## src/rtl/inflt_pkg.sv

```systemverilog
package inflt_pkg;

    localparam int unsigned MAX_SAMPLES = 8;
    localparam int unsigned CNT_W       = $clog2(MAX_SAMPLES + 1);

    typedef enum logic [1:0] {
        EDGE_RISE = 2'b00,
        EDGE_FALL = 2'b01,
        EDGE_BOTH = 2'b10,
        EDGE_NONE = 2'b11
    } edge_e;

    typedef struct packed {
        logic cand;
        logic [CNT_W-1:0] run;
        logic level;
    } flt_state_t;

    function automatic logic [CNT_W-1:0] need_of(input logic [1:0] code);
        logic [CNT_W-1:0] n;
        n = '0;
        n[0] = 1'b1;
        return n << code;
    endfunction

endpackage

```

## src/rtl/inflt_sync.sv

```systemverilog
module inflt_sync #(
    parameter int unsigned STAGES = 2
) (
    input  logic clk,
    input  logic rst,
    input  logic d_i,
    output logic q_o
);
    logic [STAGES-1:0] chain_q;

    generate
        if (STAGES == 1) begin : g_single
            always_ff @(posedge clk) begin
                if (rst) chain_q <= '0;
                else     chain_q <= d_i;
            end
        end else begin : g_multi
            always_ff @(posedge clk) begin
                if (rst) chain_q <= '0;
                else     chain_q <= {chain_q[STAGES-2:0], d_i};
            end
        end
    endgenerate

    assign q_o = chain_q[STAGES-1];
endmodule

```

## src/rtl/inflt_filter.sv

```systemverilog
module inflt_filter
    import inflt_pkg::*;
(
    input  logic             clk,
    input  logic             rst,
    input  logic             en_i,
    input  logic             d_i,
    input  logic [CNT_W-1:0] need_i,
    output logic             level_o
);
    flt_state_t st_q, st_d;

    always_comb begin
        st_d = st_q;
        if (!en_i) begin
            st_d = '0;
        end else if (d_i != st_q.cand) begin
            st_d.cand = d_i;
            st_d.run  = CNT_W'(1);
            if (need_i == CNT_W'(1)) st_d.level = d_i;
        end else if (st_q.run < need_i) begin
            st_d.run = st_q.run + CNT_W'(1);
            if (st_q.run + CNT_W'(1) == need_i) st_d.level = st_q.cand;
        end
    end

    always_ff @(posedge clk) begin
        if (rst) st_q <= '0;
        else     st_q <= st_d;
    end

    assign level_o = st_q.level;

    // A fresh candidate cannot pass a filter deeper than one sample at once
    p_mismatch_holds_r3: assert property (@(posedge clk) disable iff (rst)
        (en_i && (d_i != st_q.cand) && (need_i > CNT_W'(1))) |=> $stable(st_q.level));

    p_run_bounded_r2: assert property (@(posedge clk) disable iff (rst)
        st_q.run <= CNT_W'(MAX_SAMPLES));
endmodule

```

## src/rtl/inflt_edge_pick.sv

```systemverilog
module inflt_edge_pick
    import inflt_pkg::*;
(
    input  logic  clk,
    input  logic  rst,
    input  logic  en_i,
    input  logic  level_i,
    input  edge_e sel_i,
    output logic  strobe_o
);
    logic prev_q;
    logic rise, fall;

    always_ff @(posedge clk) begin
        if (rst)        prev_q <= 1'b0;
        else if (!en_i) prev_q <= 1'b0;
        else            prev_q <= level_i;
    end

    assign rise = level_i & ~prev_q;
    assign fall = ~level_i & prev_q;

    always_comb begin
        unique case (sel_i)
            EDGE_RISE: strobe_o = rise;
            EDGE_FALL: strobe_o = fall;
            EDGE_BOTH: strobe_o = rise | fall;
            default:   strobe_o = 1'b0;
        endcase
    end

    // A rising event cannot repeat in the very next cycle
    p_rise_single_r7: assert property (@(posedge clk) disable iff (rst)
        (strobe_o && level_i) |=> !(strobe_o && level_i));
endmodule

```

## src/rtl/inflt_edge_det.sv

```systemverilog
module inflt_edge_det
    import inflt_pkg::*;
#(
    parameter int unsigned SYNC_STAGES = 2
) (
    input  logic       clk,
    input  logic       rst,
    input  logic       en_i,
    input  logic       raw_i,
    input  logic [1:0] flt_sel_i,
    input  logic [1:0] edge_sel_i,
    output logic       level_o,
    output logic       strobe_o
);
    logic             sync_lvl;
    logic [CNT_W-1:0] need;
    edge_e            sel;

    assign need = need_of(flt_sel_i);
    assign sel  = edge_e'(edge_sel_i);

    inflt_sync #(.STAGES(SYNC_STAGES)) u_sync (
        .clk (clk),
        .rst (rst),
        .d_i (raw_i),
        .q_o (sync_lvl)
    );

    inflt_filter u_filter (
        .clk     (clk),
        .rst     (rst),
        .en_i    (en_i),
        .d_i     (sync_lvl),
        .need_i  (need),
        .level_o (level_o)
    );

    inflt_edge_pick u_pick (
        .clk      (clk),
        .rst      (rst),
        .en_i     (en_i),
        .level_i  (level_o),
        .sel_i    (sel),
        .strobe_o (strobe_o)
    );

    p_disabled_quiet_r8: assert property (@(posedge clk) disable iff (rst)
        !en_i |=> (!level_o && !strobe_o));

    p_no_edge_code_r5: assert property (@(posedge clk) disable iff (rst)
        (edge_sel_i == 2'b11) |-> !strobe_o);

    p_strobe_on_change_r9: assert property (@(posedge clk) disable iff (rst)
        strobe_o |-> (level_o != $past(level_o)));
endmodule

```

## config.mk

```make
export PLATFORM = sky130hd
export DESIGN_NAME = inflt_edge_det
export DESIGN_NICKNAME = d
export VERILOG_FILES = /design/src/rtl/inflt_pkg.sv /design/src/rtl/inflt_sync.sv /design/src/rtl/inflt_filter.sv /design/src/rtl/inflt_edge_pick.sv /design/src/rtl/inflt_edge_det.sv
export SDC_FILE = /design/constraint.sdc
export NUM_CORES = 1
export LEC_CHECK = 0
export ABC_AREA = 1
export CORE_MARGIN = 2
export CORE_UTILIZATION = 45
export DETAILED_ROUTE_END_ITERATION = 8
export GPL_TIMING_DRIVEN = 0
export PLACE_DENSITY = 0.69
export SYNTH_ARGS = -nofsm -noshare
export SYNTH_HDL_FRONTEND = slang
export SYNTH_SLANG_ARGS = --single-unit
```

## constraint.sdc

```tcl
create_clock -name clk -period 1.6 [get_ports clk]
set_input_delay 0.32 -clock clk [delete_from_list [all_inputs] [get_ports clk]]
set_output_delay 0.32 -clock clk [all_outputs]
set_load 0.03 [all_outputs]
```

==> results.md, run 1 <==
* Yosys reg bits at 9
* Final Skew at 0.00311 ns
* CTS H-tree depth at 1
* Placed insts at 118
* Cell Area, Synth at 623 sq um
* Multi-input combinational cell area at 420 sq um
* Worst-skew pair later-pin latency at 0.26 ns
* Main synth FF type: dfxtp_1
* Int Power at 414 uW
* Nets at 127
* Critical path data required time at 1.28 ns
* FMAX at 0.615 GHz
* Clock slew at reported path FFs at 0.06 ns
* Final Cycle Share at 102%
* GR Overflow Total at 0
* Failing checks: negative setup slack
* Full die area at 1700 sq um
* First-pass GRT wire length at 1900 microns
* Die width at 41.2 microns
* Worst r2r dst: u_filter.level_o
* Worst Setup SP: u_filter.level_o
* Worst vdd ir at 0.445 mV
* Yosys cell types at 16
* Combinational share of power at 29.4%
* Pleak at 0.000411 uW
* Final min period at 1.63 ns
* Die H at 41.2 microns
* # port buffers at 9
* Initial DRT Pass Iterations at 4
* Row cnt at 13
* Critical Path Sink: strobe_o
* CP Launch Type: flop
* Setup crit end kind: primary output
* Worst-Margin Slew at 0.297 ns
* DRC viols at 0
* Post-synth ARST share at 0%
* Number of routed nets with antenna violations at 0
* HPWL Detailed at 979 microns
* Cell area after layout at 827 sq um
* Num CTS Buffers at 3
* Worst reg2reg path startpoint: u_filter.st_q[5]
* Core Region at 1300 sq um
* Hold_ws at 0.421 ns
* Clk buf depth at 2
* Initial antenna violation count at 0
* Post-synth top area cell: dfxtp_1
* Synth top area share at 28.9%
* Final core utilization at 63.6%
* Endpoints failing setup at 1
* Fin. Hold Viols at 0
* RSZ-0062 raised after global routing: yes
* Antenna Cells at 0
* Register area at 190 sq um
* All-Layer GR Usage at 18.2%
* Detailed-route via count at 609
* Switching portion of total power at 33.4%
* Max-cap viol count at 0
* Worst reg-to-reg setup slack at 0.14 ns
* Vias/cell at 4.91
* Filler Cells Inserted at 131
* CP Class: reg2out
* Crit-path max FO at 4
* CTS root buf: clkbuf_4
* Non-Filler Instances at 124
* Syn Nets at 111
* Vias in the first global route at 516
* Hold_buf cts at 0
* Mapped Avg Cell Area at 6.63 sq um
* Drt wl/cell at 10.6 microns
* Synth top area cells: dfxtp_1, ha_1, nand2_1
* Post-synth EDFFs at 0
* Clock power share at 28.9%
* Worst slew margin at 80.3%
* Top-count cell post-synth: nand2_1
* Total power per unit cell area at 751 nW/um^2
* R2R depth at 11
* Final WL at 1310 microns
* Layout cells sized above 1 at 23.9%
* Area Overhead vs Synth at 32.7%
* Post-Syn Instances at 94
* Post-synthesis sequential area ratio at 28.9%
* Flop pwr share at 41.7%
* Ys Warns at 0
* Largest net degree at the start of global routing at 9
* Starting DRC count in detailed routing at 6
* Max Slew Vio Count at 0
* TritonCTS clock tree: yes
* Crit path DAT at 1.31 ns
* Status: finished, violations left
* Net Switching at 208 uW
* Placement Cell Area at 751 sq um
* Synth cell count leaders: nand2_1, inv_1, nor2_1
* Final worst slack at -0.0263 ns
* IO Count at 10
* Clock sink total at 9
* Initial core utilization at 47.9%
* Worst hold path type: reg2reg
* Gpl congestion at 0.812
==> placed cells by master (no fill, tap or decap) <==
master / count
dlygate4sd2_1: 2
nand2_1: 19
ha_1: 7
o21ai_0: 4
inv_4: 1
clkbuf_4: 3
nor2_1: 10
nor3_2: 1
clkbuf_1: 1
nand2_2: 3
clkbuf_2: 2
clkdlybuf4s50_1: 4
a31oi_1: 2
buf_6: 1
o21bai_1: 1
dfxtp_4: 1
ha_4: 2
nand3_1: 7
dfxtp_2: 5
buf_4: 2
inv_2: 2
nor2_2: 2
nand4_1: 1
a21oi_1: 5
inv_1: 17
dfxtp_1: 3
a221oi_4: 1
==> how the worst min path moves through the flow <==
stage	start	endpoint	slack, ns	depth (start not counted)
floorplan	u_sync.chain_q[0]	u_sync.chain_q[1]	0.39	2
global placement	u_sync.chain_q[0]	u_sync.chain_q[1]	0.41	2
detailed placement	u_sync.chain_q[0]	u_sync.chain_q[1]	0.42	2
CTS	u_sync.chain_q[0]	u_sync.chain_q[1]	0.43	2
global route	u_sync.chain_q[0]	u_sync.chain_q[1]	0.45	2
finish	u_sync.chain_q[0]	u_sync.chain_q[1]	0.42	2
==> power by group through the flow <==
stage | registers [uW] | logic (uW) | clock network [uW]
3_5_place_dp | 261 | 172 | 0
6_report | 259 | 183 | 180
3_3_place_gp | 260 | 168 | 0
4_1_cts | 256 | 176 | 188
2_1_floorplan | 259 | 119 | 0
5_1_grt | 261 | 208 | 200
==> sequential cells by signal, indices dropped and copies added (netlist names) <==
name,count
u_filter.st_q,5
u_pick.prev_q,1
u_sync.chain_q,2
u_filter.level_o,1
==> final cells by class <==
type / count / area share [%]
Multi-Input combinational cell: 65 / 50.8
Sequential cell: 9 / 23.0
Timing Repair Buffer: 11 / 11.3
Inverter: 20 / 9.38
Clock buffer: 4 / 3.18
Tap cell: 15 / 2.27
==> critical path: stages, from the launching register on <==
cell	delay [ns]
dfxtp_4	0.37
inv_4	0.04
ha_4	0.21
a221oi_4	0.26
buf_6	0.16
==> cell families after synthesis <==
group                      count (synthesis)  synth area share [%]
buffers and inverters                     20                  12.0
AOI/OAI and AO/OA                         13                  11.8
and+or+nand+nor                           43                  29.1
DFF                                        9                  28.9
adders and majority gates                  9                  18.1
==> metal layers <==
| layer | part of all wire, % | vias up | GRT usage (%) | wire length [microns] |
|---|---|---|---|---|
| met5 | 0 | - | 0 | 0 |
| met4 | 1.9 | 0 | 9.68 | 25 |
| met3 | 5.0 | 5 | 8.15 | 66 |
| met2 | 47 | 12 | 30.9 | 621 |
| met1 | 46 | 264 | 18.6 | 601 |
| li1 | - | 328 | - | - |
==> timing repair <==
action | CTS | global route
gates resized for setup | 16 | 13
pin swaps | 2 | 0
setup buffers | 1 | 1
gates cloned | 0 | 0
setup endpoints to repair | 7 | 5
endpoints found under the hold margin | 0 | 0
==> metrics by stage <==
step | setup WS [ns] | setup TNS [ns] | power, uW
final | -0.0263 | -0.0263 | 621
after floorplan | 0.00368 | 0 | 378
after detailed placement | -0.594 | -2.88 | 434
after CTS | -0.0457 | -0.0457 | 620
after global routing | -0.0763 | -0.0763 | 669
after global placement | -0.573 | -2.71 | 428
No activity file was read; power rests on OpenSTA's default activity.
==> run 2: changes to the inputs <==
Settings changed: CAP_MARGIN from default to 40, SLEW_MARGIN from default to 20.
==> results of run 2 <==
The final DEF is identical to that of run 1; final timing and power are the same.
